File: config.mk
export PLATFORM = sky130hd
export DESIGN_NAME = pgmap_tlb
export DESIGN_NICKNAME = d
export VERILOG_FILES = /design/src/rtl/pgmap_pkg.sv /design/src/rtl/pgmap_satcnt.sv /design/src/rtl/pgmap_lru.sv /design/src/rtl/pgmap_ways.sv /design/src/rtl/pgmap_tlb.sv
export SDC_FILE = /design/constraint.sdc
export NUM_CORES = 1
export LEC_CHECK = 0
export ABC_AREA = 1
export BUFFER_PORTS_ARGS = -buffer_cell sky130_fd_sc_hd__buf_4
export CAP_MARGIN = 20
export CORE_ASPECT_RATIO = 1.4
export CORE_UTILIZATION = 50
export CTS_CLUSTER_DIAMETER = 120
export DETAILED_ROUTE_END_ITERATION = 10
export PLACE_DENSITY = 0.72
export SLEW_MARGIN = 10
export SYNTH_ARGS = -nofsm -noshare
export SYNTH_HDL_FRONTEND = slang
export SYNTH_SLANG_ARGS = --single-unit
File: constraint.sdc
create_clock -name clk -period 9 [get_ports clk]
set_clock_uncertainty 0.15 [all_clocks]
set_input_delay 0.9 -clock clk [delete_from_list [all_inputs] [get_ports clk]]
set_output_delay 0.9 -clock clk [all_outputs]
set_load 0.05 [all_outputs]
File: src/rtl/pgmap_pkg.sv
package pgmap_pkg;
  localparam int MAX_SETS = 256;
  localparam int MAX_WAYS = 8;

  function automatic int way_bits(input int ways);
    return (ways > 1) ? $clog2(ways) : 1;
  endfunction
endpackage

File: src/rtl/pgmap_satcnt.sv
module pgmap_satcnt #(
  parameter int W = 32
) (
  input  logic         clk,
  input  logic         rst,
  input  logic         inc,
  output logic [W-1:0] q
);
  always_ff @(posedge clk) begin
    if (rst) q <= '0;
    else if (inc && (q != {W{1'b1}})) q <= q + 1'b1;
  end

  // once saturated the counter stays put
  a_r8_sat_hold: assert property (@(posedge clk) disable iff (rst)
    (q == {W{1'b1}}) |=> (q == {W{1'b1}}));
  // the counter only holds or steps by one
  a_r8_step: assert property (@(posedge clk) disable iff (rst)
    1'b1 |=> ((q == $past(q)) || (q == $past(q) + W'(1))));
endmodule

File: src/rtl/pgmap_lru.sv
module pgmap_lru #(
  parameter int SETS  = 4,
  parameter int WAYS  = 2,
  parameter int IDX_W = 2,
  parameter int WAY_W = 1
) (
  input  logic             clk,
  input  logic             rst,
  input  logic             touch_en,
  input  logic [IDX_W-1:0] touch_idx,
  input  logic [WAY_W-1:0] touch_way,
  input  logic [IDX_W-1:0] q_idx,
  output logic [WAY_W-1:0] victim
);
  localparam int AGE_W = (WAYS > 1) ? $clog2(WAYS) : 1;
  localparam logic [AGE_W-1:0] OLDEST = AGE_W'(WAYS - 1);

  logic [AGE_W-1:0] age [SETS][WAYS];
  logic [WAYS-1:0]  oldest_vec;

  always_ff @(posedge clk) begin
    if (rst) begin
      for (int s = 0; s < SETS; s++)
        for (int w = 0; w < WAYS; w++)
          age[s][w] <= AGE_W'(w);
    end else if (touch_en) begin
      for (int w = 0; w < WAYS; w++) begin
        if (WAY_W'(w) == touch_way)
          age[touch_idx][w] <= '0;
        else if (age[touch_idx][w] < age[touch_idx][touch_way])
          age[touch_idx][w] <= age[touch_idx][w] + 1'b1;
      end
    end
  end

  always_comb begin
    victim     = '0;
    oldest_vec = '0;
    for (int w = 0; w < WAYS; w++) begin
      if (age[q_idx][w] == OLDEST) begin
        victim        = WAY_W'(w);
        oldest_vec[w] = 1'b1;
      end
    end
  end

  // the ages of a set stay a permutation, so exactly one way is oldest
  a_r5_one_oldest: assert property (@(posedge clk) disable iff (rst)
    $countones(oldest_vec) == 1);
endmodule

File: src/rtl/pgmap_ways.sv
module pgmap_ways #(
  parameter int SETS  = 4,
  parameter int WAYS  = 2,
  parameter int IDX_W = 2,
  parameter int TAG_W = 11,
  parameter int PPN_W = 10,
  parameter int WAY_W = 1
) (
  input  logic             clk,
  input  logic             rst,
  input  logic [IDX_W-1:0] lk_idx,
  input  logic [TAG_W-1:0] lk_tag,
  output logic [WAYS-1:0]  hit_vec,
  output logic [PPN_W-1:0] hit_ppn,
  input  logic [IDX_W-1:0] fi_idx,
  input  logic [TAG_W-1:0] fi_tag,
  output logic [WAYS-1:0]  fi_match,
  output logic [WAYS-1:0]  fi_valid,
  input  logic             wr_en,
  input  logic [WAY_W-1:0] wr_way,
  input  logic [PPN_W-1:0] wr_ppn,
  input  logic             inv_en,
  input  logic [IDX_W-1:0] inv_idx,
  input  logic [TAG_W-1:0] inv_tag
);
  logic [WAYS-1:0]  vld   [SETS];
  logic [TAG_W-1:0] tag_m [SETS][WAYS];
  logic [PPN_W-1:0] ppn_m [SETS][WAYS];

  // payload storage carries no reset so it can map to RAM
  always_ff @(posedge clk) begin
    if (wr_en) begin
      tag_m[fi_idx][wr_way] <= fi_tag;
      ppn_m[fi_idx][wr_way] <= wr_ppn;
    end
  end

  always_ff @(posedge clk) begin
    if (rst) begin
      for (int s = 0; s < SETS; s++) vld[s] <= '0;
    end else begin
      if (wr_en) vld[fi_idx][wr_way] <= 1'b1;
      if (inv_en)
        for (int w = 0; w < WAYS; w++)
          if (vld[inv_idx][w] && (tag_m[inv_idx][w] == inv_tag))
            vld[inv_idx][w] <= 1'b0;
    end
  end

  always_comb begin
    hit_ppn = '0;
    for (int w = 0; w < WAYS; w++) begin
      hit_vec[w]  = vld[lk_idx][w] && (tag_m[lk_idx][w] == lk_tag);
      fi_match[w] = vld[fi_idx][w] && (tag_m[fi_idx][w] == fi_tag);
      fi_valid[w] = vld[fi_idx][w];
      if (hit_vec[w]) hit_ppn = hit_ppn | ppn_m[lk_idx][w];
    end
  end

  // a page is never held in two ways of its set
  a_r10_one_match: assert property (@(posedge clk) disable iff (rst)
    $onehot0(hit_vec));
endmodule

File: src/rtl/pgmap_tlb.sv
module pgmap_tlb #(
  parameter int SETS  = 4,
  parameter int WAYS  = 2,
  parameter int VPN_W = 13,
  parameter int PPN_W = 10,
  parameter int CNT_W = 32
) (
  input  logic             clk,
  input  logic             rst,
  input  logic             enable,
  input  logic             lk_valid,
  input  logic [VPN_W-1:0] lk_vpn,
  input  logic             fill_valid,
  input  logic [VPN_W-1:0] fill_vpn,
  input  logic [PPN_W-1:0] fill_ppn,
  input  logic             inv_valid,
  input  logic [VPN_W-1:0] inv_vpn,
  output logic             rsp_valid,
  output logic             rsp_hit,
  output logic             rsp_miss,
  output logic             rsp_walk,
  output logic [PPN_W-1:0] rsp_ppn,
  output logic [CNT_W-1:0] hit_count,
  output logic [CNT_W-1:0] miss_count
);
  import pgmap_pkg::*;

  localparam int IDX_W = $clog2(SETS);
  localparam int TAG_W = VPN_W - IDX_W;
  localparam int WAY_W = way_bits(WAYS);

  initial begin
    a_cfg: assert (SETS >= 2 && SETS <= MAX_SETS && (SETS & (SETS - 1)) == 0
                   && WAYS >= 1 && WAYS <= MAX_WAYS && TAG_W >= 1);
  end

  logic [IDX_W-1:0] lk_idx, fi_idx, inv_idx;
  logic [TAG_W-1:0] lk_tag, fi_tag, inv_tag;
  assign lk_idx  = lk_vpn[IDX_W-1:0];
  assign lk_tag  = lk_vpn[VPN_W-1:IDX_W];
  assign fi_idx  = fill_vpn[IDX_W-1:0];
  assign fi_tag  = fill_vpn[VPN_W-1:IDX_W];
  assign inv_idx = inv_vpn[IDX_W-1:0];
  assign inv_tag = inv_vpn[VPN_W-1:IDX_W];

  logic [WAYS-1:0]  hit_vec, fi_match, fi_valid;
  logic [PPN_W-1:0] hit_ppn;
  logic [WAY_W-1:0] victim, fill_way, hit_way;
  logic             look_act, look_hit, fill_act;

  assign look_act = lk_valid && enable;
  assign look_hit = look_act && (|hit_vec);
  assign fill_act = fill_valid && enable && !(inv_valid && (inv_vpn == fill_vpn));

  always_comb begin
    fill_way = victim;
    for (int w = WAYS - 1; w >= 0; w--)
      if (!fi_valid[w]) fill_way = WAY_W'(w);
    for (int w = 0; w < WAYS; w++)
      if (fi_match[w]) fill_way = WAY_W'(w);
    hit_way = '0;
    for (int w = 0; w < WAYS; w++)
      if (hit_vec[w]) hit_way = WAY_W'(w);
  end

  pgmap_ways #(
    .SETS(SETS), .WAYS(WAYS), .IDX_W(IDX_W), .TAG_W(TAG_W),
    .PPN_W(PPN_W), .WAY_W(WAY_W)
  ) u_ways (
    .clk(clk), .rst(rst),
    .lk_idx(lk_idx), .lk_tag(lk_tag), .hit_vec(hit_vec), .hit_ppn(hit_ppn),
    .fi_idx(fi_idx), .fi_tag(fi_tag), .fi_match(fi_match), .fi_valid(fi_valid),
    .wr_en(fill_act), .wr_way(fill_way), .wr_ppn(fill_ppn),
    .inv_en(inv_valid), .inv_idx(inv_idx), .inv_tag(inv_tag)
  );

  pgmap_lru #(
    .SETS(SETS), .WAYS(WAYS), .IDX_W(IDX_W), .WAY_W(WAY_W)
  ) u_lru (
    .clk(clk), .rst(rst),
    .touch_en(fill_act || look_hit),
    .touch_idx(fill_act ? fi_idx : lk_idx),
    .touch_way(fill_act ? fill_way : hit_way),
    .q_idx(fi_idx), .victim(victim)
  );

  pgmap_satcnt #(.W(CNT_W)) u_hits (
    .clk(clk), .rst(rst), .inc(look_hit), .q(hit_count));
  pgmap_satcnt #(.W(CNT_W)) u_miss (
    .clk(clk), .rst(rst), .inc(look_act && !look_hit), .q(miss_count));

  always_ff @(posedge clk) begin
    if (rst) begin
      rsp_valid <= 1'b0;
      rsp_hit   <= 1'b0;
      rsp_miss  <= 1'b0;
      rsp_walk  <= 1'b0;
      rsp_ppn   <= '0;
    end else begin
      rsp_valid <= lk_valid;
      rsp_hit   <= look_hit;
      rsp_miss  <= look_act && !look_hit;
      rsp_walk  <= lk_valid && !look_hit;
      rsp_ppn   <= look_hit ? hit_ppn : '0;
    end
  end

  // hit and miss are exclusive
  a_r10_excl: assert property (@(posedge clk) disable iff (rst)
    !(rsp_hit && rsp_miss));
  // a walk is requested exactly for valid responses that did not hit
  a_r3_walk: assert property (@(posedge clk) disable iff (rst)
    rsp_valid |-> (rsp_walk == !rsp_hit));
  // bypass lookups report neither outcome and go to the page table
  a_r7_bypass: assert property (@(posedge clk) disable iff (rst)
    (lk_valid && !enable) |=> (rsp_valid && rsp_walk && !rsp_hit && !rsp_miss));
  // no response without a lookup
  a_r2_idle: assert property (@(posedge clk) disable iff (rst)
    !lk_valid |=> !rsp_valid);
endmodule

**Word level (Yosys, flattened, before mapping)**

Memories as Yosys holds them, arrays and structs flattened.
Index checks and enable logic that the tools add are counted.

- Bits in registers: 78
- RAM bits: 184
- Input port bits: 55
- Output and inout bits: 78
- Word-level logic and storage cells: 125
- Memories: 4

- $add $sub $neg: 4
- Magnitude comparators: 7
- Equal/unequal tests: 9
- Mux-type cells: 63
- Bitwise operators: 6
- Reduce and logical (&&, ||, !) cells: 25

Memories:

| name | depth | width | read ports | clocked after memory_dff | write ports | line | source |
|---|---|---|---|---|---|---|---|
| u_ways.tag_m | 4 | 22 | 3 | 0 | 1 | pgmap_ways.sv:27 | `logic [TAG_W-1:0] tag_m [SETS][WAYS];` |
| u_ways.ppn_m | 4 | 20 | 1 | 0 | 1 | pgmap_ways.sv:28 | `logic [PPN_W-1:0] ppn_m [SETS][WAYS];` |
| u_lru.age | 4 | 2 | 2 | 0 | 4 | pgmap_lru.sv:18 | `logic [AGE_W-1:0] age [SETS][WAYS];` |
| u_ways.vld | 4 | 2 | 3 | 0 | 4 | pgmap_ways.sv:26 | `logic [WAYS-1:0] vld [SETS];` |

Operator list:

| cell | count |
|---|---|
| 11-bit == test | 6 |
| 32-bit by 1-bit adder with 32-bit output, second input constant | 2 |
| 32-bit != test, second input constant | 2 |
| 1-bit two-way mux | 43 |
| 10-bit two-way mux | 3 |
| 2-bit two-way mux | 11 |
| 22-bit two-way mux | 1 |
| 20-bit two-way mux | 1 |
| 1-bit logical AND | 17 |
| 13-bit == test | 1 |
| 11-bit demux with 1-bit select | 1 |
| 11-bit two-way mux | 1 |
| 10-bit demux with 1-bit select | 1 |
| 10-bit OR | 1 |
| 2-bit OR reduction | 5 |
| 2-bit greater-or-equal comparator, second input constant | 2 |
| 1-bit NOT with 2-bit output | 2 |
| 1-bit adder, second input constant | 2 |
| 1-bit logical NOT | 2 |
| 1-bit < comparator | 2 |
| 1-bit by 2-bit < comparator with 1-bit output, second input constant | 1 |
| 2-bit by 1-bit < comparator with 1-bit output, second input constant | 1 |
| 1-bit OR | 2 |
| 1-bit demux with 1-bit select | 1 |
| other kinds (3) | 3 |

**Longest topological paths before layout**

Gate-level depths: netlist of run 1.
An unclocked memory read counts as a cell.

- Depth in word-level cells: 20
- Mapped depth: 20
- Depth with buffers taken out: 18

**Modules after synthesis**

From an unflattened synthesis of run 1, not the netlist that was laid out.

- Cell total of the unflattened synthesis: 2015
- Area total of the unflattened synthesis: 15004.4 µm²

By module, submodules not included:

| module | times used | cells each | area an instance (µm²) | seq. area each (µm²) |
|---|---|---|---|---|
| pgmap_ways | 1 | 1157 | 9527.9 | 5205.0 |
| pgmap_satcnt at u_hits | 1 | 324 | 2062.0 | 640.6 |
| pgmap_satcnt at u_miss | 1 | 315 | 2025.7 | 640.6 |
| pgmap_tlb | 1 | 130 | 757.0 | 280.3 |
| pgmap_lru | 1 | 89 | 631.9 | 230.2 |

**Worst setup path after synthesis of run 1**

No wires, ideal clock.

- Kind: input to register
- Start point: input fill_vpn[1]
- End point: memory u_ways.ppn_m[0][0] in the netlist's numbering, enable pin
- Setup time: 399 ps
- Arrival: 3128 ps
- Data required time: 8451 ps
- Path slack: 5323 ps
- Cell stages on the path: 13
- Buffers on the path: 2
- Path through: buf_4 -> nor2_1 -> buf_4 -> a22oi_1 -> nand2_1 -> nand2_1 -> nand2_1 -> nand2_1 -> nor2_1 -> nand3_1 -> nand2_1 -> nand2_1 -> nor2_1

- Longest elaborated chain between the ends: 12
- Elaborated cells on any way between the ends: 24
- Those cells by class: 2 x order compare; 3 x eq/ne; 9 x mux; 1 x bitwise; 6 x reduce/logical; 3 x memory

RTL lines:

| element | line | source |
|---|---|---|
| start, declared | pgmap_tlb.sv:14 | `input logic [VPN_W-1:0] fill_vpn,` |
| memory read 4 x 2 bit | n/a |  |
| 1-bit two-way mux | pgmap_lru.sv:40 | `if (age[q_idx][w] == OLDEST) begin` |
| 1-bit two-way mux (2 in a row) | pgmap_tlb.sv:58 | `if (!fi_valid[w]) fill_way = WAY_W'(w);` |
| 1-bit two-way mux (2 in a row) | pgmap_tlb.sv:60 | `if (fi_match[w]) fill_way = WAY_W'(w);` |
| 1-bit NOT with 2-bit output (not written as such) | pgmap_ways.sv:34 | `ppn_m[fi_idx][wr_way] <= wr_ppn;` |
| 2-bit greater-or-equal comparator (not written as such) or 2-bit by 1-bit < comparator with 1-bit output (tied branches) | pgmap_ways.sv:34 |  |
| 1-bit logical AND (not written as such) | pgmap_ways.sv:34 |  |
| 10-bit two-way mux (not written as such) | pgmap_ways.sv:34 |  |
| 10-bit demux with 1-bit select | pgmap_ways.sv:34 |  |
| 20-bit two-way mux (not written as such) | pgmap_ways.sv:34 |  |
| end, declared | pgmap_ways.sv:28 |  |

Several ways; a longest one is shown, not always the timed one.

**Worst setup path in the final report of run 1**

- Start point: input lk_vpn[0]
- End point: register u_miss.q[0]

- Longest elaborated chain between the ends: 8
- Elaborated cells on any way between the ends: 11
- Those cells by class: 2 x eq/ne; 7 x reduce/logical; 2 x memory

RTL lines:

| element | line | source |
|---|---|---|
| start, declared | pgmap_tlb.sv:12 | `input logic [VPN_W-1:0] lk_vpn,` |
| memory read 4 x 22 bit | n/a |  |
| 11-bit == test | pgmap_ways.sv:53 | `hit_vec[w] = vld[lk_idx][w] && (tag_m[lk_idx][w] == lk_tag);` |
| 1-bit logical AND | pgmap_ways.sv:53 |  |
| 2-bit OR reduction (*) | pgmap_tlb.sv:52 | `assign look_hit = look_act && (\|hit_vec);` |
| 1-bit logical AND (*) | pgmap_tlb.sv:52 |  |
| 1-bit logical NOT (*) | pgmap_tlb.sv:90 | `.clk(clk), .rst(rst), .inc(look_act && !look_hit), .q(miss_count));` |
| 1-bit logical AND (*) | pgmap_tlb.sv:90 |  |
| 1-bit logical AND (*) | pgmap_satcnt.sv:11 | `else if (inc && (q != {W{1'b1}})) q <= q + 1'b1;` |
| end signal, assigned | pgmap_satcnt.sv:11 |  |
| end, declared | pgmap_satcnt.sv:7 | `output logic [W-1:0] q` |

Every way passes the cells marked *; elsewhere a longest branch is shown, timed or not.
A chain may end at the register's enable or synchronous reset.

==> results of run 1 <==
==> per-stage QoR <==
stage           util  setup slack, ns  total power, mW  instance area [um2]
6_report       0.582             4.77             2.83                17000
5_1_grt        0.582             4.55             2.90                17000
4_1_cts        0.582             4.85             2.83                17000
3_5_place_dp   0.548             4.27             1.62                16000
3_3_place_gp   0.548             4.33             1.62                16000
2_1_floorplan      -             5.32             1.51                14800
==> state kept, by name, summed over array words and instances, names as in the netlist <==
signal and cells:
u_lru.age 8, rsp_miss 1, u_ways.ppn_m 80, u_miss.q 32
u_ways.vld 8, rsp_hit 1, rsp_ppn 10, rsp_valid 1
rsp_walk 1, u_ways.tag_m 88, u_hits.q 32
==> final timing paths <==
path / from / endpoint / slack (ns) / depth (start not counted)
hold reg to reg: u_miss.q[31] / u_miss.q[31] / 0.34 / 2
setup / recovery: lk_vpn[0] / u_miss.q[0] / 4.77 / 15
hold / removal: u_miss.q[31] / u_miss.q[31] / 0.34 / 2
setup reg to reg: u_miss.q[4] / u_miss.q[0] / 5.76 / 11
==> kinds of logic after synthesis <==
family	after synthesis	share of synthesized area
flip-flops	262	0.472
buffers and inverters	221	0.0669
AND/OR/NAND/NOR	1092	0.321
XOR/XNOR	63	0.0388
AO/OA/AOI/OAI	245	0.0990
adder cells (fa/ha/maj)	2	0.00169
==> critical path: cells and delay by family <==
| family | cells | cell delay, ns |
|---|---|---|
| AOI/OAI and AO/OA | 3 | 0.49 |
| buffers and inverters | 4 | 1.55 |
| and+or+nand+nor | 8 | 1.50 |
==> cells in the final DEF (no fill, tap or decap), types with 11 or more instances in the layout <==
| cell type | n |
|---|---|
| a21oi_1 | 89 |
| a21oi_2 | 20 |
| a22oi_1 | 34 |
| buf_4 | 145 |
| clkbuf_16 | 28 |
| dfxtp_1 | 87 |
| edfxtp_1 | 175 |
| inv_1 | 146 |
| nand2_1 | 557 |
| nand2_2 | 24 |
| nand3_1 | 142 |
| nand4_1 | 84 |
| nor2_1 | 195 |
| nor3_1 | 37 |
| nor4_1 | 14 |
| o21ai_0 | 58 |
| o22ai_1 | 23 |
| or2_2 | 11 |
| xnor2_1 | 11 |
| xor2_1 | 49 |
==> power by group through the flow <==
stage | clock network, mW | logic (mW) | registers [mW]
after floorplan | 0 | 0.183 | 1.33
after global placement | 0 | 0.289 | 1.33
after detailed placement | 0 | 0.292 | 1.33
after CTS | 1.23 | 0.293 | 1.30
after global routing | 1.28 | 0.323 | 1.30
final | 1.23 | 0.300 | 1.30
==> routing by layer <==
metal  wire length (um)  vias up  track usage
met5                  0        -            0
met1              17900     6521        0.365
met3               3630      190       0.0479
li1                   -     6599            -
met2              24800      708        0.584
met4               2930        0        0.184
==> final cells by class <==
cell class	count	share of cell area
sequential	262	0.412
multi-input combinational	1402	0.403
timing repair buffer	146	0.0650
clock buffer	31	0.0431
inverter	153	0.0340
tap	380	0.0280
clock inverter	19	0.0148
==> run summary, run 1 <==
number of H-tree levels: 1
first-pass GRT wire length: 74,800 um
unrepaired setup endpoints after global routing: no
clock share of power: 0.434
Antenna Violating Nets Remaining: 0
Post CTS Setup Buffer Count: 0
post-synthesis cell area: 14,800 um2
RePlAce Congestion: 0.985
Setup TNS: 0 ns
Max VDD drop: 0.000145 V
io pins: 133
Nets: 2,049
vias in the first global route: 13,200
Fmax achieved: 236 MHz
Congestion Overflow GR: 0
Critical Path RT: 9.28 ns
CP max stage delay: 0.77 ns
Post-synth top cells: nand2_1, nor2_1, edfxtp_1, inv_1, nand3_1
area of the multi-input gates: 6850 um2
Max Cap Viol: 0
Switching Share: 0.261
sequential share of power: 0.460
total CTS buffers: 27
PostCTS Resize Cnt: 0
crit path kind: input port to flop
P_sw: 0.737 mW
Non-Filler Instances: 2,393
largest net degree at the start of global routing: 91
Critical Path Start Type: input port
Power Density: 166 nW/um2
flops & latches, synth: 262
slowest stage cell, crit path: inv_4
sequential area share after synthesis: 0.472
Int Power: 2.09 mW
final wirelength: 49,200 um
initial antenna violation count: 0
Worst-path clk slew: 0.06 ns
Mapped Avg Cell Area: 7.86 um2
Clock Tree Root: clkbuf_16
final hold slack: 0.340 ns
post-DR wirelength/cell: 20.6 um
most numerous cell in the Yosys netlist: nand2_1
Core Area: 29,200 um2
DR DRC count: 0
row cnt: 74
Crit path arrival time: 4.51 ns
Initial Util: 0.508
clock sink count: 262
placed cell count: 2,342
drt via density: 5.86
die outline width: 147 um
CTS tree: built
Reg area: 7000 um2
P&R area growth vs syn: 14.6%
critical path fanouts, max: 90
Ys Warns: 0
Final Hold Fails: 0
setup violators final: 0
Lkg Pwr: 6.74 nW
number of synthesized flops with an enable pin: 175
Comb pwr share: 0.106
die height: 206 um
hold crit path type: flop to flop
HPWL after DPL: 34,000 um
biggest area consumer among synthesized cells: edfxtp_1
Skew-Pair Late Insertion Delay: 0.57 ns
drt first pass iters: 6
cts hold-fix bufs: 0
min Tclk post-route: 4.23 ns
fill cell count: 2,686
DIE AREA: 30,300 um2
n_diodes: 0
top post-synthesis cells by area: edfxtp_1, nand2_1, dfxtp_1
max-slew violations: 0
Port Buf Inserts: 132
ys async rst share: 0
CP Capture Type: flop
fin crit share: 0.470
critical-path cell list: buf_4 > inv_4 > nand2_1 > nand3_1 > o21ai_0 > inv_1 > nand4_1 > nor2_4 > nand3_2 > nand2_2 > nor2_4 > nand2_4 > inv_2 > o21ai_0 > a21oi_1
Synth cell types: 44
worst slew pin tran: 1.13 ns
Mapped Cells: 1,885
Total Routing Usage GR: 0.324
main flop type after synthesis: edfxtp_1
vias: 14,000
share of cells above drive strength 1: 0.139
CTS Buffer Depth: 3
Yosys top cell area share: 0.355
Post-Syn Nets: 1,942
status: finished clean
DR iter-0 viols: 1,502
Slew HR: 0.246
Note: power is estimated with default switching activity, not from simulation.
==> run 2, diff against run 1 <==
- PLACE_DENSITY: 0.72 -> 0.75
- clock period: 9 -> 3.8 ns (I/O delays scaled with it)
==> run summary, run 2 (synthesized netlist as in run 1, its figures left out) <==
Lkg Pwr: 6.89 nW
CP Capture Type: flop
Congestion Overflow GR: 0
Worst-path clk slew: 0.07 ns
R2R depth: 15
status: finished clean
n_diodes: 0
CTS tree: built
number of H-tree levels: 1
io pins: 133
setup violators final: 0
DP Area: 16,200 um2
drt first pass iters: 6
post-DR wirelength/cell: 21.0 um
DR iter-0 viols: 1,239
clock sink count: 262
Core Area: 29,200 um2
DR DRC count: 0
Slew HR: 0.490
P&R area growth vs syn: 16.7%
max-slew violations: 0
Critical Path RT: 3.89 ns
most frequent cells in the layout: nand2_1, nor2_1, edfxtp_1
Skew-Pair Late Insertion Delay: 0.56 ns
CP max stage delay: 0.54 ns
min Tclk post-route: 3.24 ns
vias: 14,300
unrepaired setup endpoints after global routing: no
Port Buf Inserts: 132
row cnt: 74
Clock Tree Root: clkbuf_16
Reg with most FFs: u_ways.tag_m
die height: 206 um
total CTS buffers: 27
initial antenna violation count: 1
Crit path arrival time: 3.34 ns
Antenna Violating Nets Remaining: 0
Max Cap Viol: 0
Final Hold Fails: 0
RePlAce Congestion: 1.08
final wirelength: 51,000 um
share of cells above drive strength 1: 0.144
fin crit share: 0.853
critical path fanouts, max: 17
Post CTS Setup Buffer Count: 0
max FFs per register: 88
Setup TNS: 0 ns
critical-path cell list: buf_4 > inv_1 > nand2_1 > nor2_1 > nor2_1 > nand2_1 > nand2_1 > nand2_1 > nand2_1 > nor2_1 > nand3_1 > nand2_1 > nand3_1 > nand2_1 > inv_2 > nand2_1 > nand3_1 > nand2_1
vias in the first global route: 14,000
CTS Buffer Depth: 3
cts hold-fix bufs: 21
commonest non-fill, non-tap cell in the layout: nand2_1
Total Routing Usage GR: 0.339
Initial Util: 0.508
most common cell type on the critical path: nand2_1
hold path depth: 1
first-pass GRT wire length: 78,300 um
Fmax achieved: 308 MHz
crit path kind: input port to flop
hold crit path type: input port to flop
PostCTS Resize Cnt: 0
HPWL after DPL: 37,000 um
largest net degree at the start of global routing: 89
largest registers: u_ways.tag_m x88, u_ways.ppn_m x80
die outline width: 147 um
Power Density: 373 nW/um2
fin area: 17,300 um2
Critical Path Start Type: input port
Max VDD drop: 0.000351 V
slowest stage cell, crit path: inv_1
drt via density: 5.89
worst slew pin tran: 0.761 ns
Nets: 2,089
DIE AREA: 30,300 um2
run 2: cell count changes in the layout (fill, tap and decap cells not counted), moves of 3 or more:
| cell | before | now |
|---|---|---|
| bufinv_16 | 4 | 1 |
| buf_12 | 0 | 6 |
| dlygate4sd3_1 | 0 | 21 |
| buf_4 | 145 | 159 |
run 2: layout make-up:
cell class / instances / area, um2
multi-input cells: 1402 / 6840
repair buffers: 186 / 1520
inverters: 153 / 577
clock buffers: 32 / 734
flip-flops and latches: 262 / 7000
fillers: 2603 / 11900
clock inverters: 18 / 145
well taps: 380 / 475
run 2: where the power goes:
part	switching (mW)	internal [mW]
Clock	1.17	1.46
Combinational	0.516	0.224
Sequential	0.0172	3.07
run 2: layer usage:
metal  global-route usage  vias up  share of wire
li1                     -     6688              -
met1                0.383     6695           0.36
met2                0.601      766           0.50
met3               0.0463      177          0.072
met4                0.216        2          0.064
met5                    0        -        0.00024
run 2: worst paths after layout:
path / startpoint / endpoint / slack [ns]
hold reg to reg: u_miss.q[31] / u_miss.q[31] / 0.34
setup / recovery: fill_vpn[0] / u_lru.age[2][1] / 0.56
setup reg to reg: u_ways.tag_m[1][7] / u_lru.age[0][0] / 0.96
hold / removal: fill_vpn[3] / u_ways.tag_m[2][1] / 0.02
run 2: worst max-delay path: cells and delay by family:
family / cells / cell delay [ns]
and+or+nand+nor: 15 / 2.10
buffers and inverters: 3 / 0.83
run 2: stage by stage:
stage | hold slack (ns) | util | power [mW] | setup slack (ns) | std cells
floorplan | 0.306 | - | 3.58 | 0.643 | 1885
global placement | 0.319 | 0.556 | 3.84 | 0.0739 | 2362
detailed placement | 0.332 | 0.556 | 3.85 | 0.0755 | 2362
CTS | 0.00125 | 0.593 | 6.47 | 0.616 | 2433
global route | 0.0116 | 0.593 | 6.66 | 0.294 | 2433
finish | 0.0220 | 0.593 | 6.46 | 0.558 | 2433
